### config.mk
export PLATFORM = sky130hd
export DESIGN_NAME = row_pwm_dimmer
export DESIGN_NICKNAME = d
export VERILOG_FILES = /design/src/rtl/dim_pkg.sv /design/src/rtl/dim_lut.sv /design/src/rtl/dim_scan.sv /design/src/rtl/row_pwm_dimmer.sv
export SDC_FILE = /design/constraint.sdc
export NUM_CORES = 1
export LEC_CHECK = 0
export CORE_MARGIN = 4
export CORE_UTILIZATION = 45
export DETAILED_ROUTE_END_ITERATION = 6
export HOLD_SLACK_MARGIN = 0.02
export SYNTH_ARGS = -nofsm -noshare
export SYNTH_HDL_FRONTEND = slang
export SYNTH_SLANG_ARGS = --single-unit
### constraint.sdc
create_clock -name clk -period 2.5 [get_ports clk]
set_input_delay 0.375 -clock clk [delete_from_list [all_inputs] [get_ports clk]]
set_output_delay 0.375 -clock clk [all_outputs]
set_load 0.01 [all_outputs]
### src/rtl/dim_pkg.sv
package dim_pkg;

    typedef enum logic [1:0] {
        S_SYNC = 2'd0,
        S_ON   = 2'd1,
        S_OFF  = 2'd2
    } scan_state_t;

    // Nominal duty in percent for each brightness code.
    function automatic int duty_pct(input int code);
        case (code)
            0:       return 100;
            1:       return 60;
            2:       return 40;
            3:       return 27;
            4:       return 17;
            5:       return 10;
            6:       return 7;
            default: return 3;
        endcase
    endfunction

    // On-slot count: nearest integer to slots*pct/100, at least one.
    function automatic int on_slots(input int slots, input int code);
        int v;
        v = (slots * duty_pct(code) + 50) / 100;
        if (v < 1)     v = 1;
        if (v > slots) v = slots;
        return v;
    endfunction

endpackage

### src/rtl/dim_lut.sv
module dim_lut
    import dim_pkg::*;
#(
    parameter int SLOTS = 32,
    localparam int NW   = $clog2(SLOTS + 1)
) (
    input  logic [2:0]    code,
    input  logic          efd,
    output logic [NW-1:0] on_cnt,
    output logic [NW-1:0] half_cnt
);
    logic [NW-1:0] tbl [8];

    genvar g;
    generate
        for (g = 0; g < 8; g++) begin : g_tbl
            assign tbl[g] = NW'(on_slots(SLOTS, g));
        end
    endgenerate

    logic [2:0]  eff_code;
    logic [NW:0] sum;

    always_comb begin
        eff_code = efd ? 3'd0 : code;
        on_cnt   = tbl[eff_code];
        sum      = {1'b0, on_cnt} + 1'b1;
        half_cnt = sum[NW:1];
    end
endmodule

### src/rtl/dim_scan.sv
module dim_scan #(
    parameter int SLOTS = 32,
    parameter int ROWS  = 7,
    localparam int SW   = $clog2(SLOTS),
    localparam int RW   = $clog2(ROWS)
) (
    input  logic          clk,
    input  logic          rst_n,
    input  logic          run,
    output logic [SW-1:0] slot,
    output logic [RW-1:0] row,
    output logic          row_last
);
    localparam logic [SW-1:0] SLOT_MAX = SW'(SLOTS - 1);
    localparam logic [RW-1:0] ROW_MAX  = RW'(ROWS - 1);

    assign row_last = run && (slot == SLOT_MAX);

    always_ff @(posedge clk) begin
        if (!rst_n) begin
            slot <= '0;
            row  <= '0;
        end else if (run) begin
            if (slot == SLOT_MAX) begin
                slot <= '0;
                row  <= (row == ROW_MAX) ? '0 : row + 1'b1;
            end else begin
                slot <= slot + 1'b1;
            end
        end
    end
endmodule

### src/rtl/row_pwm_dimmer.sv
module row_pwm_dimmer
    import dim_pkg::*;
#(
    parameter int SLOTS = 32,
    parameter int ROWS  = 7,
    localparam int SW   = $clog2(SLOTS),
    localparam int RW   = $clog2(ROWS),
    localparam int NW   = $clog2(SLOTS + 1)
) (
    input  logic          clk,
    input  logic          rst_n,
    input  logic [2:0]    bright_code,
    input  logic          ext_fn_dis,
    output logic [RW-1:0] row_idx,
    output logic          row_en,
    output logic          cursor_en,
    output logic          frame_start
);
    scan_state_t   state_q, state_d;
    logic [SW-1:0] slot_w;
    logic [RW-1:0] row_w;
    logic          row_last;
    logic [NW-1:0] on_new, half_new;
    logic [NW-1:0] on_q, half_q;
    logic          run;

    assign run = (state_q != S_SYNC);

    dim_scan #(.SLOTS(SLOTS), .ROWS(ROWS)) u_scan (
        .clk(clk), .rst_n(rst_n), .run(run),
        .slot(slot_w), .row(row_w), .row_last(row_last)
    );

    dim_lut #(.SLOTS(SLOTS)) u_lut (
        .code(bright_code), .efd(ext_fn_dis),
        .on_cnt(on_new), .half_cnt(half_new)
    );

    // State register and per-row capture of the brightness setting.
    always_ff @(posedge clk) begin
        if (!rst_n) begin
            state_q <= S_SYNC;
            on_q    <= '0;
            half_q  <= '0;
        end else begin
            state_q <= state_d;
            if (state_q == S_SYNC || row_last) begin
                on_q   <= on_new;
                half_q <= half_new;
            end
        end
    end

    // Next-state logic.
    always_comb begin
        state_d = state_q;
        unique case (state_q)
            S_SYNC: state_d = S_ON;
            S_ON: begin
                if (row_last)
                    state_d = S_ON;
                else if (({1'b0, slot_w} + 1'b1) >= {1'b0, on_q})
                    state_d = S_OFF;
            end
            S_OFF: if (row_last) state_d = S_ON;
            default: state_d = S_SYNC;
        endcase
    end

    // Outputs.
    always_comb begin
        row_idx     = row_w;
        row_en      = (state_q == S_ON);
        cursor_en   = row_en && ({1'b0, slot_w} < {1'b0, half_q});
        frame_start = run && (slot_w == '0) && (row_w == '0);
    end
endmodule

Word-level counts from Yosys, hierarchy flattened
Memories as Yosys holds them, arrays and structs flattened.
Cells that the tools add are included.

storage, ports and cells
  bits in registers = 22
  bits in read-only memories = 48
  output and inout bits = 6
  word-level logic and storage cells = 40
  memories kept = 1

memory list
  memory            words  bits a word  rd ports  clocked after memory_dff  wr ports  RTL line       RTL
  (name not given)  8      6            1         0                         0         dim_lut.sv:26  on_cnt = tbl[eff_code];

cells by class
  $add $sub $neg = 4
  order comparisons = 3
  equal/unequal tests = 6
  multiplexer cells = 9
  bitwise logic cells = 1
  reduce and logical (&&, ||, !) cells = 11

operator list
  operator                                                                 count
  6-bit two-way mux                                                        2
  6-bit by 1-bit adder with 7-bit output, second input constant            1
  5-bit by 1-bit adder with 6-bit output, second input constant            1
  6-bit >= comparator                                                      1
  5-bit by 6-bit less-than comparator with 1-bit output                    1
  2-bit two-way mux                                                        3
  3-bit two-way mux                                                        2
  2-bit one-hot mux with 3 select lines                                    1
  5-bit by 1-bit adder with 5-bit output, second input constant            1
  5-bit equality test, second input constant                               1
  5-bit zero test                                                          1
  5-bit two-way mux                                                        1
  4-bit >= comparator, second input constant                               1
  1-bit logical AND                                                        4
  3-bit NOT with 4-bit output                                              1
  2-bit AND reduction                                                      2
  3-bit by 1-bit adder with 3-bit output, second input constant            1
  3-bit equality test, second input constant                               1
  3-bit zero test                                                          1
  3-bit by 1-bit inequality test with 1-bit output, second input constant  1
  2-bit by 1-bit equality test with 1-bit output, second input constant    1
  2-bit equality test, second input constant                               1
  2-bit zero test                                                          1
  2-bit inequality test, second input constant                             1
  2 further kinds                                                          2

Depth between registers and ports, before layout
  word-level depth = 6
  gate-level depth with buffers = 8
  depth with buffers taken out = 8

Modules after synthesis
A second synthesis with hierarchy kept.

unflattened totals
  cell total of the unflattened synthesis = 191
  area total of the unflattened synthesis = 1529.0 µm²

by module, submodules not included
  module          times used  cells an instance  area an instance (µm²)  sequential area each (µm²)
  row_pwm_dimmer  1           117                884.6                   280.3
  dim_scan        1           41                 399.1                   160.2
  dim_lut         1           33                 245.2                   0.0

Worst setup path before layout
No wires, ideal clock.

  path type = flip-flop to flip-flop
  start = register u_scan.slot[0]
  end = register state_q[1]
  arrival = 1.857 ns
  required time = 2.385 ns
  path slack = 0.529 ns
  cell stages (with the launch flop) = 9
  path buffers = 0
  period minus slack after synthesis = 1.971 ns
  path through = dfxtp_1 -> ha_1 -> and3_1 -> ha_1 -> ha_1 -> a21o_1 -> a21oi_1 -> o21ai_0 -> o21a_1

between the ends
  word-level cells in the longest chain between the ends = 4
  elaborated cells between the ends (all ways) = 9
  classes of those cells = add/sub (1); order compare (1); eq/ne (3); mux (2); reduce/logical (2)

ends and longest elaborated chain
  element                                                                                          RTL line                              RTL
  start: declaration                                                                               dim_scan.sv:10                        output logic [SW-1:0] slot,
  start signal: assignment                                                                         dim_scan.sv:28                        slot <= slot + 1'b1;
  5-bit by 1-bit adder with 6-bit output or 5-bit equality test (tied branches)                    row_pwm_dimmer.sv:62, dim_scan.sv:17
  6-bit >= comparator or 1-bit logical AND (tied branches)                                         row_pwm_dimmer.sv:62, dim_scan.sv:17
  3-bit by 1-bit inequality test with 1-bit output (no source line), or another cell as far along  n/a
  2-bit AND reduction (no source line) or 2-bit one-hot mux with 3 select lines (tied branches)    n/a
  end signal: assignment                                                                           row_pwm_dimmer.sv:46                  state_q <= state_d;
  end: declaration                                                                                 row_pwm_dimmer.sv:19                  scan_state_t state_q, state_d;

Parallel ways exist; a longest one is shown, timed or not.
A chain may end at the register's enable or synchronous reset.

Final worst setup path
  start = register u_scan.slot[3]
  end = output port cursor_en

between the ends
  word-level cells in the longest chain between the ends = 2

ends and longest elaborated chain
  element                                                RTL line              RTL
  5-bit by 6-bit less-than comparator with 1-bit output  row_pwm_dimmer.sv:74  cursor_en = row_en && ({1'b0, slot_w} < {1'b0, half_q});
  1-bit logical AND                                      row_pwm_dimmer.sv:74
  end: declaration                                       row_pwm_dimmer.sv:16  output logic cursor_en,

Every way passes these cells.

==> flow_summary_export.csv <==
group,metric,value,unit
cts,clock_sinks,22,
critical_path,worstSetupPathType,"reg -> out",
worst_hold_path,min_path_type,"reg -> reg",
cts,h-tree-depth,1,
power_and_ir_drop,combinationalPowerShare,45.3,%
drt,wl_per_cell,13.52,um
critical_path,reg2reg_slack,360,ps
logic_synthesis,ys.flop_type,"dfxtp_1",
global_routing,overflow,0,
cts,clock_path_buffers,2,
timing,hold_viol,0,
placement,routabilityCongestion,0.8180,
layout,final_cell_mix,"nand2_1, dfxtp_1, inv_1, ha_1, clkdlybuf4s50_1",
logic_synthesis,yosysSeqAreaShare,30.32,%
drt,drc,0,
cts,postCtsSetupRepairBufs,0,
flow_run,cap_violations,0,
cts,cts_tree,"yes",
global_routing,antenna_found_initial,0,
logic_synthesis,async_flop_share,0,%
critical_path,worstPathRequired,2120,ps
layout,area_growth_syn_to_layout,10.42,%
layout,mostFrequentLayoutCell,"nand2_1",
power_and_ir_drop,p_int,0.8587,mW
placement,hpwlAfterDp,2204,um
logic_synthesis,syn_area_per_cell,8.446,um^2
cts,worstSkewPairLatency,310,ps
logic_synthesis,synth_edf_count,0,
worst_hold_path,hold_depth,2,
timing,max_slew.worst_pin.slew,756.1,ps
drt,vias,1155,
global_routing,grtUsageTotal,15.55,%
timing,whs,464.5,ps
power_and_ir_drop,peakVddDrop,0.0003263,V
timing,finalClockSkew,11.32,ps
layout,layout-drive-gt1-share,5.587,%
critical_path,crit_chain,"ha_1, a21oi_1, o21ai_0, a31oi_1, clkdlybuf4s50_1",
cts,cts_buffers,3,
cts,cts-root-buf,"clkbuf_4",
logic_synthesis,synthesis.area,0.001453,mm^2
timing,min_period_over_period,94.67,%
drt,drt_first_pass_iters,4,
critical_path,ff2ff_path_depth,8,
cts,hold_buffers,0,
floorplan,std_cell_rows,20,
global_routing,grt_pass1_wl,5216,um
layout,fin_cells,223,
layout,antennaDiodeCount,0,
timing,rsz0062_at_grt,"false",
critical_path,crit_fanout,6,
power_and_ir_drop,powerDensity,880.7,mW/mm^2
critical_path,worst_path_dominant_cell_family,"buffers and inverters",
floorplan,fp.dieW,64.82,um
global_routing,grt_pass1_vias,1134,
critical_path,slowest_stage,"clkdlybuf4s50_1",
power_and_ir_drop,power_frac_seq,34.7,%
logic_synthesis,ys_ff_latch,22,
floorplan,num_io_pins,12,
run_status,status,"finished clean",
timing,layout_min_cycle_time,2367,ps
power_and_ir_drop,p_switching,0.5540,mW
critical_path,cp_num_buf_inv,1,
power_and_ir_drop,switching_share,39.22,%
timing,setup-tns-final,0,ps
logic_synthesis,syn_nets,194,
floorplan,start_util,47.20,%
logic_synthesis,ys_types,42,
critical_path,crit_path_max_incr_delay,550,ps
floorplan,die_h,64.82,um
critical_path,r2r_start,"u_scan.slot[0]$_SDFFE_PN0N_",
layout,fin_nets,202,
placement,dp_cells,219,
timing,finalMaxSlewViolations,0,
floorplan,dieArea,0.004201,mm^2
layout,fin_util,52.11,%
power_and_ir_drop,finalPower,1.413,mW
logic_synthesis,netlist_instances,172,
worst_hold_path,hold_start,"half_q[4]$_SDFFE_PN0P_",
power_and_ir_drop,clockPowerShare,20.0,%
timing,timing.slew.headroom,49.43,%
critical_path,worstReg2RegEnd,"state_q[1]$_SDFFE_PN0P_",
timing,finalSetupViolations,0,
power_and_ir_drop,power_leakage,0.6639,nW
floorplan,coreArea,0.003078,mm^2
drt,drt_iter0_markers,54,
critical_path,start_kind,"flop",
critical_path,worstSetupEndpointType,"output port",
drt,avgViaCountPerCell,5.179,
drt,antenna_left,0,
layout,fill_cells,318,
placement,portBuffers,11,
timing,max_freq,422.5,MHz
cts,path_clk_slew,140,ps
global_routing,grt_max_degree,26,
cts,ctsResizeCount,0,
worst_hold_path,min_to,"half_q[4]$_SDFFE_PN0P_",
critical_path,crit_arrival,1990,ps
drt,wl,3014,um
logic_synthesis,synth_warnings,0,
## cells in the mapped netlist, types with 2 or more instances
| master | n | area, um^2 |
|---|---|---|
| dfxtp_1 | 22 | 440.4 |
| nand2_1 | 21 | 78.83 |
| ha_1 | 16 | 200.2 |
| inv_1 | 16 | 60.06 |
| o21ai_0 | 10 | 50.05 |
| nand3_1 | 8 | 40.04 |
| nor2_1 | 6 | 22.52 |
| a21boi_0 | 5 | 37.54 |
| nand2b_1 | 5 | 31.28 |
| nor2b_1 | 5 | 31.28 |
| a21oi_1 | 4 | 20.02 |
| a31oi_1 | 4 | 25.02 |
| clkbuf_1 | 4 | 15.01 |
| a21boi_1 | 3 | 22.52 |
| a22oi_1 | 3 | 22.52 |
| buf_6 | 3 | 33.78 |
| xor2_1 | 3 | 26.28 |
| a21o_1 | 2 | 15.01 |
| and3_1 | 2 | 12.51 |
| and4_1 | 2 | 17.52 |
| mux2i_1 | 2 | 20.02 |
| nand4_1 | 2 | 12.51 |
| o211a_1 | 2 | 20.02 |
| o211ai_1 | 2 | 15.01 |
| o21ai_1 | 2 | 10.01 |
| xnor2_1 | 2 | 17.52 |
## power groups by stage
stage,combinational (mW),clock (mW),sequential [mW]
5_1_grt,0.738,0.307,0.504
3_3_place_gp,0.639,0,0.494
4_1_cts,0.651,0.288,0.490
3_5_place_dp,0.651,0,0.498
6_report,0.640,0.283,0.491
2_1_floorplan,0.556,0,0.479
## per-layer routing
layer  GRT usage [%]  share of wire, %  vias to the layer above
met3           2.253               2.9                        2
met4           3.958              0.70                        0
met2           26.05                47                       12
met5               0                 0                        -
met1           20.81                50                      530
li1                -                 -                      611
## state kept, by name, summed over array words and instances, names as in the netlist
| signal | flops |
|---|---|
| half_q | 6 |
| on_q | 6 |
| u_scan.slot | 5 |
| u_scan.row | 3 |
| state_q | 2 |
## stage by stage
stage / area, um^2 / setup WS, ps
after floorplan: 1453 / 528.5
after global placement: 1549 / 353.0
after detailed placement: 1549 / 251.5
after CTS: 1602 / 37.20
after global routing: 1604 / 11.05
final: 1604 / 133.3
## logic make-up after synthesis
logic type	after synthesis	synth area share (%)
fa+ha+maj	16	13.78
buf+inv	24	8.871
flops	22	30.32
mux	2	1.378
compound gates	42	19.47
xor+xnor	5	3.015
simple gates	61	23.17
## area by class of cell
type / count / area [um^2] / area share, %
tap: 44 / 55.05 / 3.432
timing repair buffer: 11 / 110.1 / 6.864
clock buffer: 3 / 22.52 / 1.404
sequential: 22 / 442.9 / 27.61
inverter: 16 / 60.06 / 3.744
multi-input combinational: 126 / 883.3 / 55.07
clock inverter: 1 / 30.03 / 1.872
## worst max-delay path by stage
stage                                           start                 endpoint  depth (start not counted)
after floorplan           u_scan.slot[0]$_SDFFE_PN0N_  state_q[1]$_SDFFE_PN0P_                          8
after global placement                     ext_fn_dis   half_q[2]$_SDFFE_PN0P_                          8
after detailed placement                   ext_fn_dis   half_q[2]$_SDFFE_PN0P_                          8
after CTS                 u_scan.slot[3]$_SDFFE_PN0N_                cursor_en                          5
after global routing      u_scan.slot[3]$_SDFFE_PN0N_                cursor_en                          5
final                     u_scan.slot[3]$_SDFFE_PN0N_                cursor_en                          5
## tightest hold or removal path, cell delays in order, from the launching register on
cell,delay [ps]
dfxtp_1,330
nand3_1,50
o21ai_1,50
Power figures use the tool's default switching activity.
